File: config.mk
export PLATFORM = sky130hd
export DESIGN_NAME = amp_trim_cal
export DESIGN_NICKNAME = d
export VERILOG_FILES = /design/src/rtl/trim_cal_pkg.sv /design/src/rtl/trim_settle_timer.sv /design/src/rtl/trim_result_judge.sv /design/src/rtl/trim_code_reg.sv /design/src/rtl/amp_trim_cal.sv
export SDC_FILE = /design/constraint.sdc
export NUM_CORES = 1
export LEC_CHECK = 0
export BUFFER_PORTS_ARGS = -buffer_cell sky130_fd_sc_hd__buf_2
export CAP_MARGIN = 30
export CORE_MARGIN = 5
export CORE_UTILIZATION = 30
export CTS_CLUSTER_DIAMETER = 200
export DETAILED_ROUTE_END_ITERATION = 7
export PLACE_DENSITY = 0.53
export RECOVER_POWER = 25
export SYNTH_ARGS = -nofsm -noshare
export SYNTH_HDL_FRONTEND = slang
export SYNTH_SLANG_ARGS = --single-unit
File: constraint.sdc
create_clock -name clk -period 2.66 [get_ports clk]
set_input_delay 0.266 -clock clk [delete_from_list [all_inputs] [get_ports clk]]
set_output_delay 0.266 -clock clk [all_outputs]
set_load 0.03 [all_outputs]
File: src/rtl/trim_cal_pkg.sv
package trim_cal_pkg;

    localparam int MAG_W   = 6;
    localparam int TRIM_W  = MAG_W + 1;
    localparam int JUDGE_W = 3;
    localparam int IDX_W   = $clog2(MAG_W);
    localparam int PASS_W  = $clog2(MAG_W + 1);

    typedef struct packed {
        logic             dir;
        logic [MAG_W-1:0] mag;
    } trim_t;

    typedef enum logic [1:0] {
        CLS_MIXED = 2'd0,
        CLS_LOW   = 2'd1,
        CLS_HIGH  = 2'd2
    } cls_e;

    typedef enum logic [2:0] {
        ST_IDLE,
        ST_SETTLE,
        ST_REQ,
        ST_WAIT,
        ST_EVAL,
        ST_STEP,
        ST_UNDO,
        ST_FINISH
    } state_e;

    typedef enum logic [1:0] {
        OP_HOLD,
        OP_LOAD,
        OP_DIR_LOW,
        OP_WRITE
    } trim_op_e;

    function automatic trim_t start_code(input logic clear_mode);
        trim_t t;
        t.dir = 1'b1;
        t.mag = clear_mode ? {MAG_W{1'b1}} : {MAG_W{1'b0}};
        return t;
    endfunction

endpackage

File: src/rtl/trim_settle_timer.sv
module trim_settle_timer #(
    parameter int SETTLE_CYC = 52500
) (
    input  logic clk,
    input  logic rst,
    input  logic restart,
    output logic expired
);
    localparam int CNT_W = $clog2(SETTLE_CYC + 1);
    localparam logic [CNT_W-1:0] LAST = CNT_W'(SETTLE_CYC - 1);

    logic [CNT_W-1:0] cnt_q;

    always_ff @(posedge clk) begin
        if (rst || restart) begin
            cnt_q <= '0;
        end else if (cnt_q != LAST) begin
            cnt_q <= cnt_q + 1'b1;
        end
    end

    assign expired = (cnt_q == LAST);

endmodule

File: src/rtl/trim_result_judge.sv
module trim_result_judge
    import trim_cal_pkg::*;
#(
    parameter int RES_W = 10
) (
    input  logic             clk,
    input  logic             rst,
    input  logic             capture,
    input  logic [RES_W-1:0] data,
    output cls_e             cls
);
    localparam logic [RES_W-1:0] LOW_LIM  = RES_W'(1) << (RES_W - JUDGE_W);
    localparam logic [RES_W-1:0] HIGH_LIM = ~(LOW_LIM - RES_W'(1));

    logic [RES_W-1:0] res_q;

    always_ff @(posedge clk) begin
        if (rst) begin
            res_q <= '0;
        end else if (capture) begin
            res_q <= data;
        end
    end

    always_comb begin
        if (res_q >= HIGH_LIM) begin
            cls = CLS_HIGH;
        end else if (res_q < LOW_LIM) begin
            cls = CLS_LOW;
        end else begin
            cls = CLS_MIXED;
        end
    end

endmodule

File: src/rtl/trim_code_reg.sv
module trim_code_reg
    import trim_cal_pkg::*;
(
    input  logic             clk,
    input  logic             rst,
    input  trim_op_e         op,
    input  logic             load_mode,
    input  logic [IDX_W-1:0] bit_idx,
    input  logic             bit_val,
    output trim_t            trim_q
);
    trim_t load_val;
    trim_t trim_d;

    assign load_val = start_code(load_mode);

    assign trim_d.dir = (op == OP_LOAD)    ? load_val.dir :
                        (op == OP_DIR_LOW) ? 1'b0 : trim_q.dir;

    for (genvar i = 0; i < MAG_W; i++) begin : g_mag
        assign trim_d.mag[i] =
            (op == OP_LOAD)                                   ? load_val.mag[i] :
            ((op == OP_WRITE) && (bit_idx == IDX_W'(i)))      ? bit_val :
                                                                trim_q.mag[i];
    end

    always_ff @(posedge clk) begin
        if (rst) begin
            trim_q <= start_code(1'b0);
        end else begin
            trim_q <= trim_d;
        end
    end

endmodule

File: src/rtl/amp_trim_cal.sv
module amp_trim_cal
    import trim_cal_pkg::*;
#(
    parameter int SETTLE_CYC = 52500,
    parameter int RES_W      = 10
) (
    input  logic             clk,
    input  logic             rst,
    input  logic             start_i,
    input  logic             mode_i,
    input  logic             conv_done_i,
    input  logic [RES_W-1:0] conv_data_i,
    output logic             busy_o,
    output logic             done_o,
    output logic             cal_en_o,
    output logic             conv_req_o,
    output logic [6:0]       trim_o
);
    state_e            state_q, state_d;
    logic [PASS_W-1:0] pass_q;
    logic              first_q;
    logic              mode_q;

    trim_op_e          op;
    logic [IDX_W-1:0]  bit_idx;
    logic              bit_val;
    logic              restart;
    logic              capture;
    logic              expired;
    cls_e              cls;
    trim_t             trim_q;
    logic              keep_step;

    trim_settle_timer #(.SETTLE_CYC(SETTLE_CYC)) u_timer (
        .clk     (clk),
        .rst     (rst),
        .restart (restart),
        .expired (expired)
    );

    trim_result_judge #(.RES_W(RES_W)) u_judge (
        .clk     (clk),
        .rst     (rst),
        .capture (capture),
        .data    (conv_data_i),
        .cls     (cls)
    );

    trim_code_reg u_code (
        .clk       (clk),
        .rst       (rst),
        .op        (op),
        .load_mode (mode_i),
        .bit_idx   (bit_idx),
        .bit_val   (bit_val),
        .trim_q    (trim_q)
    );

    assign keep_step = ((cls == CLS_HIGH) && trim_q.dir) ||
                       ((cls == CLS_LOW) && !trim_q.dir);

    always_comb begin
        state_d = state_q;
        op      = OP_HOLD;
        bit_idx = '0;
        bit_val = 1'b0;
        restart = 1'b0;
        capture = 1'b0;
        unique case (state_q)
            ST_IDLE: begin
                if (start_i) begin
                    op      = OP_LOAD;
                    restart = 1'b1;
                    state_d = ST_SETTLE;
                end
            end
            ST_SETTLE: begin
                if (expired) state_d = ST_REQ;
            end
            ST_REQ: state_d = ST_WAIT;
            ST_WAIT: begin
                if (conv_done_i) begin
                    capture = 1'b1;
                    state_d = ST_EVAL;
                end
            end
            ST_EVAL: begin
                if (cls == CLS_MIXED) begin
                    state_d = ST_FINISH;
                end else if (first_q) begin
                    if (cls == CLS_LOW) op = OP_DIR_LOW;
                    state_d = ST_STEP;
                end else if (keep_step) begin
                    state_d = ST_STEP;
                end else begin
                    state_d = ST_UNDO;
                end
            end
            ST_STEP: begin
                if (pass_q == PASS_W'(MAG_W)) begin
                    state_d = ST_FINISH;
                end else begin
                    op      = OP_WRITE;
                    bit_idx = IDX_W'(MAG_W - 1 - int'(pass_q));
                    bit_val = !mode_q;
                    restart = 1'b1;
                    state_d = ST_SETTLE;
                end
            end
            ST_UNDO: begin
                op      = OP_WRITE;
                bit_idx = IDX_W'(MAG_W - int'(pass_q));
                bit_val = mode_q;
                state_d = ST_STEP;
            end
            ST_FINISH: state_d = ST_IDLE;
            default:   state_d = ST_IDLE;
        endcase
    end

    always_ff @(posedge clk) begin
        if (rst) begin
            state_q <= ST_IDLE;
            pass_q  <= '0;
            first_q <= 1'b0;
            mode_q  <= 1'b0;
        end else begin
            state_q <= state_d;
            if (state_q == ST_IDLE && start_i) begin
                pass_q  <= '0;
                first_q <= 1'b1;
                mode_q  <= mode_i;
            end else begin
                if (state_q == ST_EVAL) first_q <= 1'b0;
                if (state_q == ST_STEP && pass_q != PASS_W'(MAG_W)) pass_q <= pass_q + 1'b1;
            end
        end
    end

    assign busy_o     = (state_q != ST_IDLE);
    assign done_o     = (state_q == ST_FINISH);
    assign cal_en_o   = busy_o && !done_o;
    assign conv_req_o = (state_q == ST_REQ);
    assign trim_o     = trim_q;

endmodule

==> qor.csv <==
stage,metric,value,unit
synth,synth_compound_area_share,13.1,%
clock_network,ctsLongestPathBuffers,2,
sta,hold_viol,0,
clock_network,postCtsHoldBufs,0,
routing,drtAntennaViolNets,0,
synth,syn-num-nets,224,
pwr,p_int,0.000966,W
clock_network,path_clk_slew,0.07,ns
worst_setup_path,worstReg2RegEnd,u_timer.cnt_q[9],
die,row_count,28,
die,die_area,7530,um2
worst_setup_path,r2r_setup_slack,0.57,ns
pwr,power_density,641,nW/um2
sta,relSlewSlack,54.5,%
sta,fin_skew,0.00873,ns
synth,synthXorXnorAreaFrac,6.93,%
die,start_util,30.4,%
die,core_area,5820,um2
worst_setup_path,cp.arrival,2.24,ns
sta,period_needed,2.09,ns
sta,setup_tns,0,ns
cells_and_area,area_growth,14.5,%
synth,ys_ff_latch,34,
worst_setup_path,worstPathRequired,2.82,ns
synth,synth_flop_cell,dfxtp_1,
sta,min_period_over_period,78.5,%
pwr,comb_power_share,12.4,%
die,die_w,86.8,um
placed_design,gp_congestion,0.705,
pwr,power_frac_clock,44.3,%
global_routing,grt_pass1_vias,1401,
pwr,switchingPower,0.000334,W
clock_network,cts-root-buf,clkbuf_8,
routing,remaining_drc_errors,0,
clock_network,cts_setup_buffers,0,
synth,async_reset_ff_share,0,%
worst_setup_path,critPathLaunchType,flop,
synth,synth_top_family_by_area,simple AND/OR/NAND/NOR gates,
synth,synth-adder-area-share,2.12,%
cells_and_area,final_nets,239,
pwr,p_leak,0.761,nW
synth,synth.avg_cell_area,8.59,um2
cells_and_area,final_area,2030,um2
routing,vias,1449,
worst_setup_path,r2r-start,state_q[0],
clock_network,clk_latency,0.29,ns
sta,worst_pin_slew,0.677,ns
placed_design,hpwl,2590,um
min_path,hold_class,input port to flop,
routing,wirelength,3680,um
placed_design,placement.cell_area,1900,um2
min_path,min_to,u_judge.res_q[9],
cells_and_area,diodes,0,
clock_network,cts.sinks,34,
worst_setup_path,worstSetupEndpointType,flop,
clock_network,htree_levels,2,
worst_setup_path,critPathTopFamily,simple AND/OR/NAND/NOR gates,
sta,rsz0062_at_grt,false,
sta,maxSlewViolCount,0,
clock_network,cts_tree,built,
synth,yosysTopAreaCell,dfxtp_1,
routing,routedWlPerCell,12.4,um
synth,syn-cell-area,1770,um2
global_routing,grt_max_degree,18,
global_routing,grt_util_all_layers,10.7,%
routing,viasPerCell,4.88,
worst_setup_path,rr_worst_depth,4,
min_path,min-delay-start,conv_data_i[9],
status,status,completed,
die,fp.dieH,86.8,um
pwr,switching_share,25.7,%
job,cap_violations,0,
global_routing,grt_pass1_wl,6420,um
pwr,ir_worst_vdd,0.226,mV
synth,synth_cell_types,48,
worst_setup_path,cp_slowest_stage_delay,0.63,ns
global_routing,grt_overflow,0,
global_routing,antenna_found_initial,0,
min_path,whs_path_depth,3,
sta,setup_viol,0,
synth,synth-simple-area-share,31.1,%
placed_design,port_buffers,18,
worst_setup_path,critPathBufInv,0,
synth,synth.area.mux_share,4.53,%
cells_and_area,drive_gt1_share,10.8,%
worst_setup_path,crit_type,flop to flop,
worst_setup_path,critPathSlowestCell,nor3_1,
worst_setup_path,cp_cell_sequence,nor3_1 > and2_4 > or3_1 > nor2_1,
synth,yosysSeqAreaShare,38.5,%
clock_network,cts_resized,0,
synth,yosys_warnings,0,
synth,synth_top_cell_area_share,38.5,%
routing,drt_iter0_markers,60,
routing,drt_pre_antenna_iters,4,
die,io_pins,26,
cells_and_area,final.fill_count,625,
pwr,seq_power_share,43.3,%
worst_setup_path,cp_max_fo,17,
sta,fmax,479,MHz
synth,syn-instance-count,206,
clock_network,cts_inserted_buffers,5,
synth,synth_area_leaders,"dfxtp_1 (38%), xor2_1 (5.9%), a21oi_1 (5.4%)",
synth,synth_edf_count,0,
## worst reg2reg max path: cells and delay by family (launching register included)
kind,cells,cell delay (ns)
AND/OR/NAND/NOR,4,1.49
flip-flops,1,0.47
## Yosys cell counts (all sizes together), types with 3 or more instances
| library cell | n |
|---|---|
| buf | 6 |
| a211oi | 3 |
| xor2 | 12 |
| nand2b | 10 |
| and4 | 4 |
| a21oi | 19 |
| inv | 4 |
| nand2 | 18 |
| and2 | 3 |
| clkbuf | 4 |
| nand4 | 4 |
| nand3 | 8 |
| nor3 | 5 |
| dfxtp | 34 |
| o21ai | 5 |
| nor2 | 21 |
| ha | 3 |
| mux2i | 8 |
| and3 | 3 |
## cell usage in the layout (no fill, tap or decap), types with 2 or more instances in the layout
cell	count
dfxtp_1	34
nor2_1	21
a21oi_1	19
nand2_1	18
xor2_1	12
buf_2	11
nand2b_1	10
nand3_1	8
mux2i_1	8
clkbuf_1	7
o21ai_0	5
clkbuf_8	5
inv_1	4
nor3_1	4
and4_1	4
nand4_1	4
and3_1	3
a211oi_1	3
ha_1	3
nor3b_1	2
and3b_1	2
or3_1	2
nand4b_1	2
nor4_1	2
o21a_1	2
xnor2_1	2
a21o_1	2
bufinv_16	2
## metal layers
layer | vias to the layer above | wire length, um | GRT usage (%)
met4 | 0 | 53 | 3.40
met5 | - | 0 | 0
li1 | 761 | - | -
met1 | 662 | 1790 | 12.9
met3 | 6 | 145 | 3.42
met2 | 20 | 1700 | 17.9
## sequential cells by signal (all words and copies together), names as in the netlist
| name | flops |
|---|---|
| u_timer.cnt_q | 16 |
| u_judge.res_q | 3 |
| first_q | 1 |
| pass_q | 3 |
| mode_q | 1 |
| u_code.trim_q | 7 |
| state_q | 3 |
## metrics by stage
step                      setup WS, ns  hold WS [ns]  total power (W)  util [%]  cells
after detailed placement         0.689         0.466         0.000739      32.7    289
after global placement           0.660         0.460         0.000739      32.7    289
after floorplan                   1.01         0.402         0.000701         -    206
after CTS                        0.688         0.212          0.00132      35.1    297
after global routing             0.311         0.233          0.00137      34.8    297
final                            0.572         0.222          0.00130      34.8    297
## logic make-up after synthesis
group                    Yosys count
AND/OR/NAND/NOR                   95
XOR/XNOR                          14
AO/OA/AOI/OAI                     38
adder cells (fa/ha/maj)            3
flip-flops                        34
multiplexers                       8
buffers and inverters             14
## power by group through the flow
stage | combinational [W] | sequential [W] | clock, W
global placement | 0.000165 | 0.000574 | 0
CTS | 0.000166 | 0.000562 | 0.000594
global route | 0.000181 | 0.000566 | 0.000618
detailed placement | 0.000166 | 0.000574 | 0
floorplan | 0.000137 | 0.000563 | 0
finish | 0.000161 | 0.000562 | 0.000576
## worst max path at each step
stage	start	endpoint	slack [ns]	cells past startpoint
after floorplan	pass_q[0]	u_code.trim_q[4]	1.01	7
after global placement	state_q[0]	u_timer.cnt_q[4]	0.66	4
after detailed placement	state_q[0]	u_timer.cnt_q[1]	0.69	4
after CTS	state_q[0]	u_timer.cnt_q[1]	0.69	4
after global routing	state_q[0]	u_timer.cnt_q[3]	0.31	4
final	state_q[0]	u_timer.cnt_q[9]	0.57	4
## cell type report
class	count	area (um2)	share of cell area [%]
clock buffers	5	68.8	3.40
clock inverters	3	68.8	3.40
inverters	4	15.0	0.741
multi-input cells	158	1020	50.2
flip-flops and latches	34	681	33.6
well taps	75	93.8	4.63
repair buffers	18	81.3	4.01
Note: power is estimated with default switching activity, not from simulation.
